### config.mk
export PLATFORM = sky130hd
export DESIGN_NAME = int_entry_ctrl
export DESIGN_NICKNAME = d
export VERILOG_FILES = /design/src/rtl/int_entry_pkg.sv /design/src/rtl/int_edge_sync.sv /design/src/rtl/int_arbiter.sv /design/src/rtl/int_entry_seq.sv /design/src/rtl/int_entry_ctrl.sv
export SDC_FILE = /design/constraint.sdc
export NUM_CORES = 1
export LEC_CHECK = 0
export ABC_CLOCK_PERIOD_IN_PS = 3100
export CORE_MARGIN = 8
export CORE_UTILIZATION = 33
export DETAILED_ROUTE_END_ITERATION = 6
export GPL_TIMING_DRIVEN = 1
export SLEW_MARGIN = 20
export SYNTH_ARGS = -nofsm -noshare
export SYNTH_HDL_FRONTEND = slang
export SYNTH_SLANG_ARGS = --single-unit
### constraint.sdc
create_clock -name clk -period 3.1 [get_ports clk]
set_clock_uncertainty 0.2 [all_clocks]
set_input_delay 0.62 -clock clk [delete_from_list [all_inputs] [get_ports clk]]
set_output_delay 0.62 -clock clk [all_outputs]
set_load 0.005 [all_outputs]
### src/rtl/int_entry_pkg.sv
package int_entry_pkg;
   localparam int BIT_MASK  = 2;
   localparam int BIT_DEC   = 3;
   localparam int BIT_BRK   = 4;
   localparam int ENTRY_CYC = 7;

   typedef enum logic [1:0] {
      SRC_NONE = 2'd0,
      SRC_NMI  = 2'd1,
      SRC_IRQ  = 2'd2
   } int_src_e;
endpackage

### src/rtl/int_edge_sync.sv
module int_edge_sync #(
   parameter int STAGES = 2
) (
   input  logic clk,
   input  logic rst_n,
   input  logic sig_n,
   output logic fall
);
   logic [STAGES:0] chain;

   initial begin
      stages_chk: assert (STAGES >= 2) else $error("STAGES must be at least 2");
   end

   always_ff @(posedge clk or negedge rst_n) begin
      if (!rst_n) chain <= '1;
      else        chain <= {chain[STAGES-1:0], sig_n};
   end

   assign fall = chain[STAGES] & ~chain[STAGES-1];
endmodule

### src/rtl/int_arbiter.sv
module int_arbiter
   import int_entry_pkg::*;
#(
   parameter int                DATA_W  = 8,
   parameter logic [DATA_W-1:0] RETI_OP = 8'h40
) (
   input  logic              clk,
   input  logic              rst_n,
   input  logic              nmi_fall,
   input  logic              irq_lvl,
   input  logic              fetch,
   input  logic [DATA_W-1:0] opcode,
   input  logic [DATA_W-1:0] status,
   input  logic              insn_end,
   input  logic              unmask,
   input  logic              busy,
   output logic              start,
   output int_src_e          src_sel
);
   logic     nmi_pend, irq_pend;
   int_src_e armed;
   logic     fetch_ok, end_ok, irq_ok, arm_nmi, arm_irq, take_irq;

   assign fetch_ok = fetch & ~busy;
   assign end_ok   = insn_end & ~busy;
   assign irq_ok   = irq_pend & ~status[BIT_MASK] & (opcode != RETI_OP);
   assign arm_nmi  = fetch_ok & nmi_pend;
   assign arm_irq  = fetch_ok & ~nmi_pend & irq_ok;

   always_comb begin
      src_sel = armed;
      if (armed == SRC_NONE && unmask && irq_pend) src_sel = SRC_IRQ;
   end

   assign start    = end_ok & (src_sel != SRC_NONE);
   assign take_irq = start & (src_sel == SRC_IRQ);

   always_ff @(posedge clk or negedge rst_n) begin
      if (!rst_n) begin
         nmi_pend <= 1'b0;
         irq_pend <= 1'b0;
         armed    <= SRC_NONE;
      end else begin
         nmi_pend <= (nmi_pend & ~arm_nmi) | nmi_fall;
         irq_pend <= take_irq ? 1'b0 : (irq_pend | irq_lvl);
         if (fetch_ok)
            armed <= arm_nmi ? SRC_NMI : (arm_irq ? SRC_IRQ : SRC_NONE);
         else if (end_ok)
            armed <= SRC_NONE;
      end
   end


   nmi_hold_chk: assert property (@(posedge clk) disable iff (!rst_n)
      nmi_pend && !fetch_ok |=> nmi_pend);

   irq_hold_chk: assert property (@(posedge clk) disable iff (!rst_n)
      irq_pend && !take_irq |=> irq_pend);

   mask_block_chk: assert property (@(posedge clk) disable iff (!rst_n)
      fetch_ok && status[BIT_MASK] && !nmi_pend |=> armed == SRC_NONE);

   reti_block_chk: assert property (@(posedge clk) disable iff (!rst_n)
      fetch_ok && opcode == RETI_OP && !nmi_pend |=> armed == SRC_NONE);

   nmi_first_chk: assert property (@(posedge clk) disable iff (!rst_n)
      fetch_ok && nmi_pend |=> armed == SRC_NMI);
endmodule

### src/rtl/int_entry_seq.sv
module int_entry_seq
   import int_entry_pkg::*;
#(
   parameter int                ADDR_W     = 16,
   parameter int                DATA_W     = 8,
   parameter logic [ADDR_W-1:0] STACK_BASE = 16'h0100,
   parameter logic [ADDR_W-1:0] NMI_VEC    = 16'hFFFA,
   parameter logic [ADDR_W-1:0] IRQ_VEC    = 16'hFFFE
) (
   input  logic              clk,
   input  logic              rst_n,
   input  logic              start,
   input  int_src_e          src,
   input  logic [ADDR_W-1:0] pc_in,
   input  logic [DATA_W-1:0] sp_in,
   input  logic [DATA_W-1:0] p_in,
   input  logic [DATA_W-1:0] rdata,
   output logic              busy,
   output logic [ADDR_W-1:0] addr,
   output logic [DATA_W-1:0] wdata,
   output logic              we,
   output logic              pc_ld,
   output logic [ADDR_W-1:0] pc_nxt,
   output logic              sp_ld,
   output logic [DATA_W-1:0] sp_nxt,
   output logic              p_ld,
   output logic [DATA_W-1:0] p_nxt
);
   localparam int CNT_W = $clog2(ENTRY_CYC);
   localparam logic [CNT_W-1:0] K_PCH  = CNT_W'(1);
   localparam logic [CNT_W-1:0] K_PCL  = CNT_W'(2);
   localparam logic [CNT_W-1:0] K_PSW  = CNT_W'(3);
   localparam logic [CNT_W-1:0] K_VLO  = CNT_W'(4);
   localparam logic [CNT_W-1:0] K_VHI  = CNT_W'(5);
   localparam logic [CNT_W-1:0] K_LAST = CNT_W'(ENTRY_CYC - 1);

   logic [CNT_W-1:0]  cnt;
   logic [ADDR_W-1:0] pc_q, vec_q;
   logic [DATA_W-1:0] sp_q, p_q, vlo_q;

   function automatic logic [ADDR_W-1:0] stk(input logic [DATA_W-1:0] sp);
      return STACK_BASE | ADDR_W'(sp);
   endfunction

   always_ff @(posedge clk or negedge rst_n) begin
      if (!rst_n) begin
         busy  <= 1'b0;
         cnt   <= '0;
         pc_q  <= '0;
         vec_q <= '0;
         sp_q  <= '0;
         p_q   <= '0;
         vlo_q <= '0;
      end else if (!busy) begin
         if (start) begin
            busy  <= 1'b1;
            cnt   <= '0;
            pc_q  <= pc_in;
            sp_q  <= sp_in;
            p_q   <= p_in;
            vec_q <= (src == SRC_NMI) ? NMI_VEC : IRQ_VEC;
         end
      end else begin
         if (cnt == K_VHI) vlo_q <= rdata;
         if (cnt == K_LAST) busy <= 1'b0;
         else               cnt  <= cnt + CNT_W'(1);
      end
   end

   always_comb begin
      addr  = '0;
      wdata = '0;
      we    = 1'b0;
      pc_ld = 1'b0;
      sp_ld = 1'b0;
      p_ld  = 1'b0;
      if (busy) begin
         case (cnt)
            K_PCH: begin
               addr = stk(sp_q); wdata = pc_q[ADDR_W-1:DATA_W]; we = 1'b1;
            end
            K_PCL: begin
               addr = stk(sp_q - DATA_W'(1)); wdata = pc_q[DATA_W-1:0]; we = 1'b1;
            end
            K_PSW: begin
               addr = stk(sp_q - DATA_W'(2)); wdata = p_q; wdata[BIT_BRK] = 1'b0; we = 1'b1;
            end
            K_VLO: addr = vec_q;
            K_VHI: addr = vec_q + ADDR_W'(1);
            K_LAST: begin
               addr  = vec_q + ADDR_W'(1);
               pc_ld = 1'b1;
               sp_ld = 1'b1;
               p_ld  = 1'b1;
            end
            default: addr = pc_q;
         endcase
      end
   end

   assign pc_nxt = {rdata, vlo_q};
   assign sp_nxt = sp_q - DATA_W'(3);
   always_comb begin
      p_nxt           = p_q;
      p_nxt[BIT_MASK] = 1'b1;
      p_nxt[BIT_DEC]  = 1'b0;
   end


   busy_run_chk: assert property (@(posedge clk) disable iff (!rst_n)
      busy && cnt != K_LAST |=> busy);

   busy_end_chk: assert property (@(posedge clk) disable iff (!rst_n)
      pc_ld |=> !busy);

   stack_page_chk: assert property (@(posedge clk) disable iff (!rst_n)
      we |-> addr[ADDR_W-1:DATA_W] == STACK_BASE[ADDR_W-1:DATA_W]);

   vec_step_chk: assert property (@(posedge clk) disable iff (!rst_n)
      busy && cnt == K_VLO |=> addr == vec_q + ADDR_W'(1) && !we);

   load_trio_chk: assert property (@(posedge clk) disable iff (!rst_n)
      pc_ld |-> sp_ld && p_ld && p_nxt[BIT_MASK] && !p_nxt[BIT_DEC]);
endmodule

### src/rtl/int_entry_ctrl.sv
module int_entry_ctrl
   import int_entry_pkg::*;
#(
   parameter int                ADDR_W      = 16,
   parameter int                DATA_W      = 8,
   parameter int                NMI_STAGES  = 2,
   parameter int                IRQ_STAGES  = 0,
   parameter logic [DATA_W-1:0] RETI_OP     = 8'h40,
   parameter logic [ADDR_W-1:0] STACK_BASE  = 16'h0100,
   parameter logic [ADDR_W-1:0] NMI_VEC     = 16'hFFFA,
   parameter logic [ADDR_W-1:0] IRQ_VEC     = 16'hFFFE
) (
   input  logic              clk,
   input  logic              rst_n,
   input  logic              nmi_n,
   input  logic              irq_n,
   input  logic              op_fetch,
   input  logic [DATA_W-1:0] op_code,
   input  logic              insn_end,
   input  logic              insn_unmask,
   input  logic [ADDR_W-1:0] core_pc,
   input  logic [DATA_W-1:0] core_sp,
   input  logic [DATA_W-1:0] core_p,
   output logic              seq_busy,
   output logic [ADDR_W-1:0] mem_addr,
   output logic [DATA_W-1:0] mem_wdata,
   output logic              mem_we,
   input  logic [DATA_W-1:0] mem_rdata,
   output logic              pc_ld,
   output logic [ADDR_W-1:0] pc_nxt,
   output logic              sp_ld,
   output logic [DATA_W-1:0] sp_nxt,
   output logic              p_ld,
   output logic [DATA_W-1:0] p_nxt
);
   logic     nmi_fall, irq_lvl, start;
   int_src_e src_sel;

   initial begin
      width_chk: assert (ADDR_W == 2 * DATA_W) else $error("PC must be two data words");
      flag_chk:  assert (DATA_W > BIT_BRK) else $error("status too narrow for flag bits");
   end

   int_edge_sync #(.STAGES(NMI_STAGES)) u_nmi_sync (
      .clk(clk), .rst_n(rst_n), .sig_n(nmi_n), .fall(nmi_fall)
   );

   generate
      if (IRQ_STAGES == 0) begin : g_irq_direct
         assign irq_lvl = ~irq_n;
      end else begin : g_irq_sync
         logic [IRQ_STAGES-1:0] irq_q;
         always_ff @(posedge clk or negedge rst_n) begin
            if (!rst_n) irq_q <= '0;
            else begin
               irq_q[0] <= ~irq_n;
               for (int i = 1; i < IRQ_STAGES; i++) irq_q[i] <= irq_q[i-1];
            end
         end
         assign irq_lvl = irq_q[IRQ_STAGES-1];
      end
   endgenerate

   int_arbiter #(.DATA_W(DATA_W), .RETI_OP(RETI_OP)) u_arb (
      .clk(clk), .rst_n(rst_n), .nmi_fall(nmi_fall), .irq_lvl(irq_lvl),
      .fetch(op_fetch), .opcode(op_code), .status(core_p),
      .insn_end(insn_end), .unmask(insn_unmask), .busy(seq_busy),
      .start(start), .src_sel(src_sel)
   );

   int_entry_seq #(
      .ADDR_W(ADDR_W), .DATA_W(DATA_W), .STACK_BASE(STACK_BASE),
      .NMI_VEC(NMI_VEC), .IRQ_VEC(IRQ_VEC)
   ) u_seq (
      .clk(clk), .rst_n(rst_n), .start(start), .src(src_sel),
      .pc_in(core_pc), .sp_in(core_sp), .p_in(core_p), .rdata(mem_rdata),
      .busy(seq_busy), .addr(mem_addr), .wdata(mem_wdata), .we(mem_we),
      .pc_ld(pc_ld), .pc_nxt(pc_nxt), .sp_ld(sp_ld), .sp_nxt(sp_nxt),
      .p_ld(p_ld), .p_nxt(p_nxt)
   );


   idle_quiet_chk: assert property (@(posedge clk) disable iff (!rst_n)
      !seq_busy |-> !mem_we && !pc_ld && !sp_ld && !p_ld);
endmodule

=== Yosys cells after proc, flatten, opt, wreduce, memory -nomap -nowiden ===
Cells that the tools add are included.

* Output and inout port bits: 61
* Latch bits: 0
* ROM bits: 0
* Memory bits (writable): 0
* Input port bits: 55
* Flip-flop bits (word level): 67
* Memories kept: 0

* Multipliers: 0
* Shift operators: 0
* Muxes and demuxes: 21
* Add/sub/neg operators: 5
* Eq/ne operators: 10
* Bitwise logic cells: 19
* Divide/modulo/power cells: 0
* Reduce and logical (&&, ||, !) cells: 11
* $lt $le $gt $ge: 0

{| class="wikitable"
|+ Operator list
! cell !! count
|-
| $pmux 16 s5 || 1
|-
| $pmux 8 s3 || 1
|-
| $add 16x1->16 const B || 1
|-
| $mux 16 || 1
|-
| $sub 8x2->8 const B || 2
|-
| $mux 3 || 4
|-
| $and 1x1->1 || 11
|-
| $mux 2 || 5
|-
| $eq 3x3->1 const B || 3
|-
| $mux 1 || 8
|-
| $mux 8 || 1
|-
| $ne 8x7->1 const B || 1
|-
| $sub 8x1->8 const B || 1
|-
| $eq 3x2->1 const B || 2
|-
| $not 1->1 || 6
|-
| $reduce_and 2->1 || 3
|-
| $reduce_bool 2->1 || 3
|-
| $add 3x1->3 const B || 1
|-
| $eq 3x1->1 const B || 1
|-
| $reduce_or 3->1 || 1
|-
| $eq 2x1->1 const B || 1
|-
| $eq 2x2->1 const B || 1
|-
| $logic_and 1x1->1 || 2
|-
| $logic_not 2->1 || 1
|-
| other kinds (3) || 4
|}

=== Logic depth before layout (Yosys ltp) ===
Gate-level depths: netlist of run 1.

* Depth in word-level cells: 8
* Mapped depth: 8
* Mapped depth without buffers: 6

=== By module ===
From an unflattened synthesis of run 1, not the netlist that was laid out.

* Cell total of the unflattened synthesis: 299
* Area total of the unflattened synthesis: 3,070.4 µm²

{| class="wikitable"
|+ Modules (own cells, without submodules)
! module !! sequential area each (µm²) !! area an instance (µm²) !! cells an instance !! times used
|-
| int_entry_seq || 1,151.1 || 2,747.6 || 272 || 1
|-
| int_arbiter || 100.1 || 226.5 || 22 || 1
|-
| int_edge_sync || 78.8 || 92.6 || 4 || 1
|-
| int_entry_ctrl || 0.0 || 3.8 || 1 || 1
|}

=== Worst setup path before layout of run 1 ===
No wires, ideal clock.

* Path type: register to output
* Start point: register u_seq.cnt[2]
* End point: output mem_addr[8]
* Stages on the path, launching flop included: 9
* Required time: 2.280 ns
* Arrival: 1.838 ns
* Buffers on the path: 2
* Path slack: 0.442 ns
* Path through: dfrtp_1 buf_2 inv_1 ha_1 a2111o_1 o21a_2 nand2b_4 buf_6 a21oi_2

* Word-level cells in the longest chain between the ends: 4
* Elaborated cells between the ends (all ways): 9

{| class="wikitable"
|+ Ends and longest elaborated chain
! what !! line !! text
|-
| start, declared || int_entry_seq.sv:37 || <nowiki>logic [CNT_W-1:0] cnt;</nowiki>
|-
| start signal, assigned || int_entry_seq.sv:66 || <nowiki>else cnt <= cnt + CNT_W'(1);</nowiki>
|-
| $eq 3x3->1 || int_entry_seq.sv:78 || <nowiki>case (cnt)</nowiki>
|-
| $reduce_or 2->1 (no source line) || -- ||
|-
| $pmux 16 s5 * || int_entry_seq.sv:78 ||
|-
| $mux 16 * || int_entry_seq.sv:77 || <nowiki>if (busy) begin</nowiki>
|-
| end, declared || int_entry_ctrl.sv:25 || <nowiki>output logic [ADDR_W-1:0] mem_addr,</nowiki>
|}

Every way passes the cells marked *; elsewhere a longest branch is shown, timed or not.

=== Worst setup path in the final report of run 1 ===
* Start point: register u_seq.cnt[0]
* End point: output mem_addr[4]

Same word-level chain as after synthesis.

==> results of run 1 <==
## worst paths after layout
kind | from | endpoint | cells past startpoint
max in group asynchronous | rst_n | u_nmi_sync.chain[2]$_DFF_PN1_ | 2
min reg2reg | u_nmi_sync.chain[0]$_DFF_PN1_ | u_nmi_sync.chain[1]$_DFF_PN1_ | 0
max reg2reg | u_seq.busy$_DFF_PN0_ | u_seq.sp_q[5]$_DFFE_PN0P_ | 5
min | rst_n | u_seq.sp_q[6]$_DFFE_PN0P_ | 1
max | u_seq.cnt[0]$_DFFE_PN0P_ | mem_addr[4] | 8
min in group clk | u_nmi_sync.chain[0]$_DFF_PN1_ | u_nmi_sync.chain[1]$_DFF_PN1_ | 0
## metal layers
metal,track usage [%],routed length [um],up-vias
met5,0,0,-
met4,3.008,68,0
met3,4.870,648,5
met2,22.66,4067,82
met1,17.33,3953,1265
li1,-,-,1240
## cell type report
type                       instances  area, sq um
tap                              111        138.9
timing repair buffer             135         1294
inverter                          14        52.55
clock buffer                       6        72.57
clock inverter                     2        15.01
sequential                        53         1330
multi-input combinational        197         1490
fill                             863         4672
## registers in the layout, indices dropped and copies added (netlist names)
| signal | flops |
|---|---|
| u_seq.vec_q | 2 |
| u_arb.irq_pend | 1 |
| u_arb.armed | 2 |
| u_seq.busy | 1 |
| u_nmi_sync.chain | 3 |
| u_seq.vlo_q | 8 |
| u_arb.nmi_pend | 1 |
| u_seq.cnt | 3 |
| u_seq.pc_q | 16 |
| u_seq.sp_q | 8 |
| u_seq.p_q | 8 |
## power groups by stage
stage          sequential (uW)  combinational [uW]  clock, uW
3_5_place_dp              1320                2940          0
5_1_grt                   1360                3370        444
6_report                  1310                3070        394
2_1_floorplan             1230                1580          0
4_1_cts                   1310                3090        410
3_3_place_gp              1310                2910          0
## cell families (layout without fill, tap and decap cells)
family,Yosys count,in the layout,synth area share (%)
flip-flops,53,53,43.94
XOR/XNOR,7,7,2.026
buffers and inverters,48,157,9.218
multiplexers,38,38,14.10
AO/OA/AOI/OAI,62,62,14.02
AND/OR/NAND/NOR,78,78,12.32
adder cells (fa/ha/maj),10,10,4.134
other,2,2,0.2481
## worst max-delay path, stage by stage (launching register included)
cell and delay, ns:
dfrtp_1 0.41, ha_1 0.18, ha_2 0.18, buf_6 0.17, inv_1 0.13, o221ai_2 0.18
nand2_1 0.10, a31oi_1 0.24, clkdlybuf4s50_1 0.55
## Yosys cell counts (5+ instances only)
library cell  count  area, sq um
nand3_1           5        25.02
clkbuf_1          5        18.77
ha_1             10        125.1
nor3_1            5        25.02
buf_4            20        150.1
a21oi_1          12        60.06
nand2_1          14        52.55
nand2b_1          6        37.54
o21ai_0          18        90.09
nor2_1           34        127.6
dfrtp_1          50         1251
a222oi_1          7        70.07
a31oi_1           6        37.54
mux2_2           37        416.7
buf_2             7        35.03
inv_1            14        52.55
## per-stage QoR
step                      worst slack, ns  cell area (sq um)  utilization, %
after floorplan                    0.4424               3027               -
after global routing              -0.3180               4393           48.46
after global placement            0.04105               4212           46.46
after detailed placement         -0.01203               4212           46.46
final                             -0.1696               4393           48.46
after CTS                         -0.1736               4388           48.41
## repair_timing
item | CTS | global route
hold endpoints to repair | 0 | 0
gates resized for setup | 21 | 4
buffers inserted | 4 | 0
pin swaps | 3 | 0
setup endpoints to repair | 25 | 26
==> impl_metrics.toml, run 1 <==
[status]
status = "finished with violations"
violations = "negative setup slack"

[final_layout]
instances_no_fill = 518
num_antenna_cells = 0
final_cell_mix = "clkdlybuf4s50_1, dfrtp_1, mux2_2"
final_common_cell = "clkdlybuf4s50_1"
drive_above_1_share_pct = 21.87
nets = 471
area_growth_pct = 45.14

[die]
core_area_sq_mm = 0.009065
die-height_um = 111.8
die_width_um = 111.8
boundaryPins = 116
start_util_pct = 33.39
fp-row-count = 35
die-area_sq_mm = 0.01249

[drt]
post_drt_wl_per_cell_um = 16.87
ant_nets = 0
vias = 2592
postRouteWirelength_mm = 8.738
first_pass_iters = 4
vias_per_cell = 5.004
drt_iter0_drc = 101
route.detailed.drc = 0

[placement]
dp_hpwl_mm = 6.711
placed_cells = 506
gp_routability_congestion = 0.8215
portBuffers = 113

[logic_synthesis]
synth-edff-count = 0
synth_fp_nets = 363
synthCells = 298
ys_warn_count = 0
avgSynthCellArea_sq_um = 10.16
synth_async_sr_flop_share_pct = 100.0
ys_seq_area_share_pct = 43.94
synth_ff_type = "dfrtp_1"
netlist_area_sq_mm = 0.003027
ys_ff_latch = 53
yosysUniqueCellTypes = 44

[clocking]
clock_latency_ns = 0.30
holdBufCountCts = 0
htreeDepth = 2
root_buffer = "clkbuf_8"
clockBufferDepth = 2
cts_made_buffers = 5
cts_tree = "yes"
clkSlewWorstSetupHoldPaths_ns = 0.10
clock_sinks = 53

[power_and_ir_drop]
vdd_drop_max_mv = 0.4442
leakage_uw = 0.001792
p_int_uw = 2928
clock_power_share_pct = 8.3
power_frac_comb_pct = 64.3
seq_power_share_pct = 27.5
total_power_uw = 4771
p_sw_share_pct = 38.62
p_per_area_mw_per_mm2 = 1086
switchingPower_uw = 1843

[worst_setup_path]
reg2reg_setup_slack_ns = 0.92
cp-end-kind = "output pin"
critPathMaxFanout = 14
crit_arrival_ns = 2.45
cp-start-kind = "register"
worstPathRequired_ns = 2.28
crit_type = "reg -> out"

[timing]
holdWs_ns = 0.06665
slew_headroom_pct = 63.34
finalCriticalPeriod_ns = 3.270
setup_slack_ns = -0.1696
setup_tns_ns = -2.229
final-setup-viol-count = 22
worst_slew_pin_slew_ns = 0.5457
final-hold-violation-count = 0
maxSlewViolCount = 0
rsz0062_at_grt = "yes"
fin_crit_sh_pct = 105.5
fmax_mhz = 305.8

[global_routing]
grt_max_degree = 33
grt_pass1_vias = 2802
grt_overflow = 0
antenna_found_initial = 0
grt_pass1_wl_mm = 14.42
grt_use_total_pct = 13.93

[flow_run]
maxCapViolCount = 0

[min_path]
min_path_type = "in -> async"
No activity file was read; power rests on OpenSTA's default activity.
==> run 2: changes to the inputs <==
- ABC_AREA: not set -> 1
- PLACE_DENSITY_LB_ADDON: not set -> 0.15
- SETUP_SLACK_MARGIN: not set -> 0.05
==> run 2 against run 1 <==
  * The flow now finishes without violations
  * Sequential share of layout area shrank 0.86 points
  * Setup slack gained 0.32 ns
  * Power grew 1.5%
  * Clock-buffer cell count shrank 1
  * Global-route usage grew 1.0 points
  * Sequential cell count is the same
  * Via count grew 17%
  * Clock power grew 25%
  * Die area grew 2.8%
  * Critical path type unchanged
  * Critical endpoint is now mem_wdata[2]
  * Largest cell class unchanged
==> impl_metrics.toml, run 2 <==
[status]
status = "finished, final reports clean"

[drt]
route.detailed.drc = 0
first_pass_iters = 4
ant_nets = 0
drt_iter0_drc = 161
post_drt_wl_per_cell_um = 14.83
postRouteWirelength_mm = 9.666
vias = 3041
vias_per_cell = 4.664

[clocking]
root_buffer = "clkbuf_8"
clockBufferDepth = 2
htreeDepth = 2
cts_made_buffers = 5
clkSlewWorstSetupHoldPaths_ns = 0.11
clock_sinks = 53
holdBufCountCts = 0
clock_latency_ns = 0.30
cts_tree = "yes"

[worst_setup_path]
reg2reg_setup_slack_ns = 1.30
crit_type = "reg -> out"
crit_slowest_cell = "clkdlybuf4s50_1"
crit_buf_inv = 5
critPathTopFamily = "buffers and inverters"
worstPathRequired_ns = 2.28
path_cells = "inv_2 > ha_4 > inv_1 > nor2_4 > buf_6 > nand2_1 > o211ai_1 > nand2_1 > inv_1 > clkdlybuf4s50_1"
critPathMaxFanout = 8
cp-start-kind = "register"
crit_arrival_ns = 2.13
max_stage_delay_ns = 0.52
cp-end-kind = "output pin"

[final_layout]
multi_input_area_sq_mm = 0.001473
final_common_cell = "nand2_1"
area_growth_pct = 44.90
seqCellArea_sq_mm = 0.001333
num_antenna_cells = 0
fill_cells = 935
instances_no_fill = 652
largest_reg_flops = 16
design_area_sq_mm = 0.004531
final_cell_mix = "nand2_1, clkdlybuf4s50_1, dfrtp_1"
largest_register = "u_seq.pc_q"
drive_above_1_share_pct = 14.53
nets = 587

[logic_synthesis]
yosys-top-cells-count = "nand2_1, dfrtp_1, inv_1"
synth_async_sr_flop_share_pct = 100.0
ys_seq_area_share_pct = 42.54
synth_top_area_cell = "dfrtp_1"
synth_most_common_cell = "nand2_1"
synth_fp_nets = 477
ys_ff_latch = 53
netlist_area_sq_mm = 0.003127
synth_top_area_share_pct = 40.02
yosysUniqueCellTypes = 28
avgSynthCellArea_sq_um = 7.589
ys_warn_count = 0
synthCells = 412
synth_ff_type = "dfrtp_1"
synth-edff-count = 0
yosys-top-cells-area = "dfrtp_1, nand2_1, inv_1, a21oi_1, nand3_1"

[timing]
setup_tns_ns = 0
maxSlewViolCount = 0
worst_slew_pin_slew_ns = 0.5500
setup_slack_ns = 0.1514
final-setup-viol-count = 0
final-hold-violation-count = 0
fmax_mhz = 339.1
fin_crit_sh_pct = 95.12
slew_headroom_pct = 63.33
finalCriticalPeriod_ns = 2.949
rsz0062_at_grt = "yes"

[die]
die_width_um = 113.3
fp-row-count = 35
boundaryPins = 116
core_area_sq_mm = 0.009240
start_util_pct = 33.84
die-area_sq_mm = 0.01285
die-height_um = 113.3

[placement]
placed_cells = 632
portBuffers = 113
dp_hpwl_mm = 7.353
dp_slack_ns = 0.04434
gp_routability_congestion = 0.8311
dpl_cell_area_sq_mm = 0.004285

[global_routing]
grt_pass1_vias = 3147
grt_max_degree = 49
grt_overflow = 0
antenna_found_initial = 0
grt_use_total_pct = 14.97
grt_pass1_wl_mm = 15.60

[flow_run]
maxCapViolCount = 0

[power_and_ir_drop]
total_power_uw = 4841
leakage_uw = 0.002211
p_per_area_mw_per_mm2 = 1069
vdd_drop_max_mv = 0.3417

[min_path]
min_path_type = "in -> async"
[run 2: timing repair]
item                       in CTS  in global routing
pin swaps                       5                  7
resized for setup              33                 19
setup endpoints to repair      24                 25
buffers inserted                8                  4
[run 2: cell type report]
class                   instances  share of cell area (%)
clock buffers                   5                   1.519
clock inverters                 3                  0.9666
inverters                      48                   4.032
multi-input cells             278                   32.50
flip-flops and latches         53                   29.41
well taps                     129                   3.563
repair buffers                136                   28.00
[run 2: final timing paths]
path                                                     from                             to  cells past startpoint
min in group clk                u_nmi_sync.chain[0]$_DFF_PN1_  u_nmi_sync.chain[1]$_DFF_PN1_                      0
max in group asynchronous                               rst_n      u_seq.pc_q[6]$_DFFE_PN0P_                      2
worst max-delay path                 u_seq.cnt[0]$_DFFE_PN0P_                   mem_wdata[2]                     10
worst min-delay path                                    rst_n      u_seq.sp_q[4]$_DFFE_PN0P_                      1
worst max register to register       u_seq.cnt[0]$_DFFE_PN0P_     u_seq.vlo_q[0]$_DFFE_PN0P_                      4
worst min register to register  u_nmi_sync.chain[0]$_DFF_PN1_  u_nmi_sync.chain[1]$_DFF_PN1_                      0
[run 2: layer usage]
layer	share of wire, %	wire length, um	global-route usage (%)	vias to the layer above
li1	-	-	-	1508
met5	0	0	0	-
met4	1.4	140	3.641	0
met3	7.9	760	5.378	10
met2	45	4388	25.08	98
met1	45	4376	17.83	1425
[run 2: stage by stage]
stage          hold slack [ns]  util [%]
5_1_grt                 0.1391     49.03
6_report               0.08918     49.03
3_3_place_gp            0.1473     46.38
2_1_floorplan           0.1244         -
4_1_cts                 0.1633     48.34
3_5_place_dp            0.1475     46.38
[run 2: logic make-up (layout without fill, tap and decap cells)]
kind of cell | count (synthesis) | count (layout) | synth area share, %
xor+xnor | 4 | 4 | 1.120
flops | 53 | 53 | 42.54
compound gates | 60 | 60 | 10.32
fa+ha+maj | 10 | 10 | 4.002
mux | 8 | 8 | 2.881
simple gates | 194 | 194 | 26.37
buf+inv | 81 | 192 | 12.52
other cells | 2 | 2 | 0.2402
[run 2: where the power goes]
part	internal, uW	leakage, uW	switching, uW
logic	1510	0.00154	1590
registers	999	0.000615	258
clock network	243	0.0000585	248
total	2750	0.00221	2090
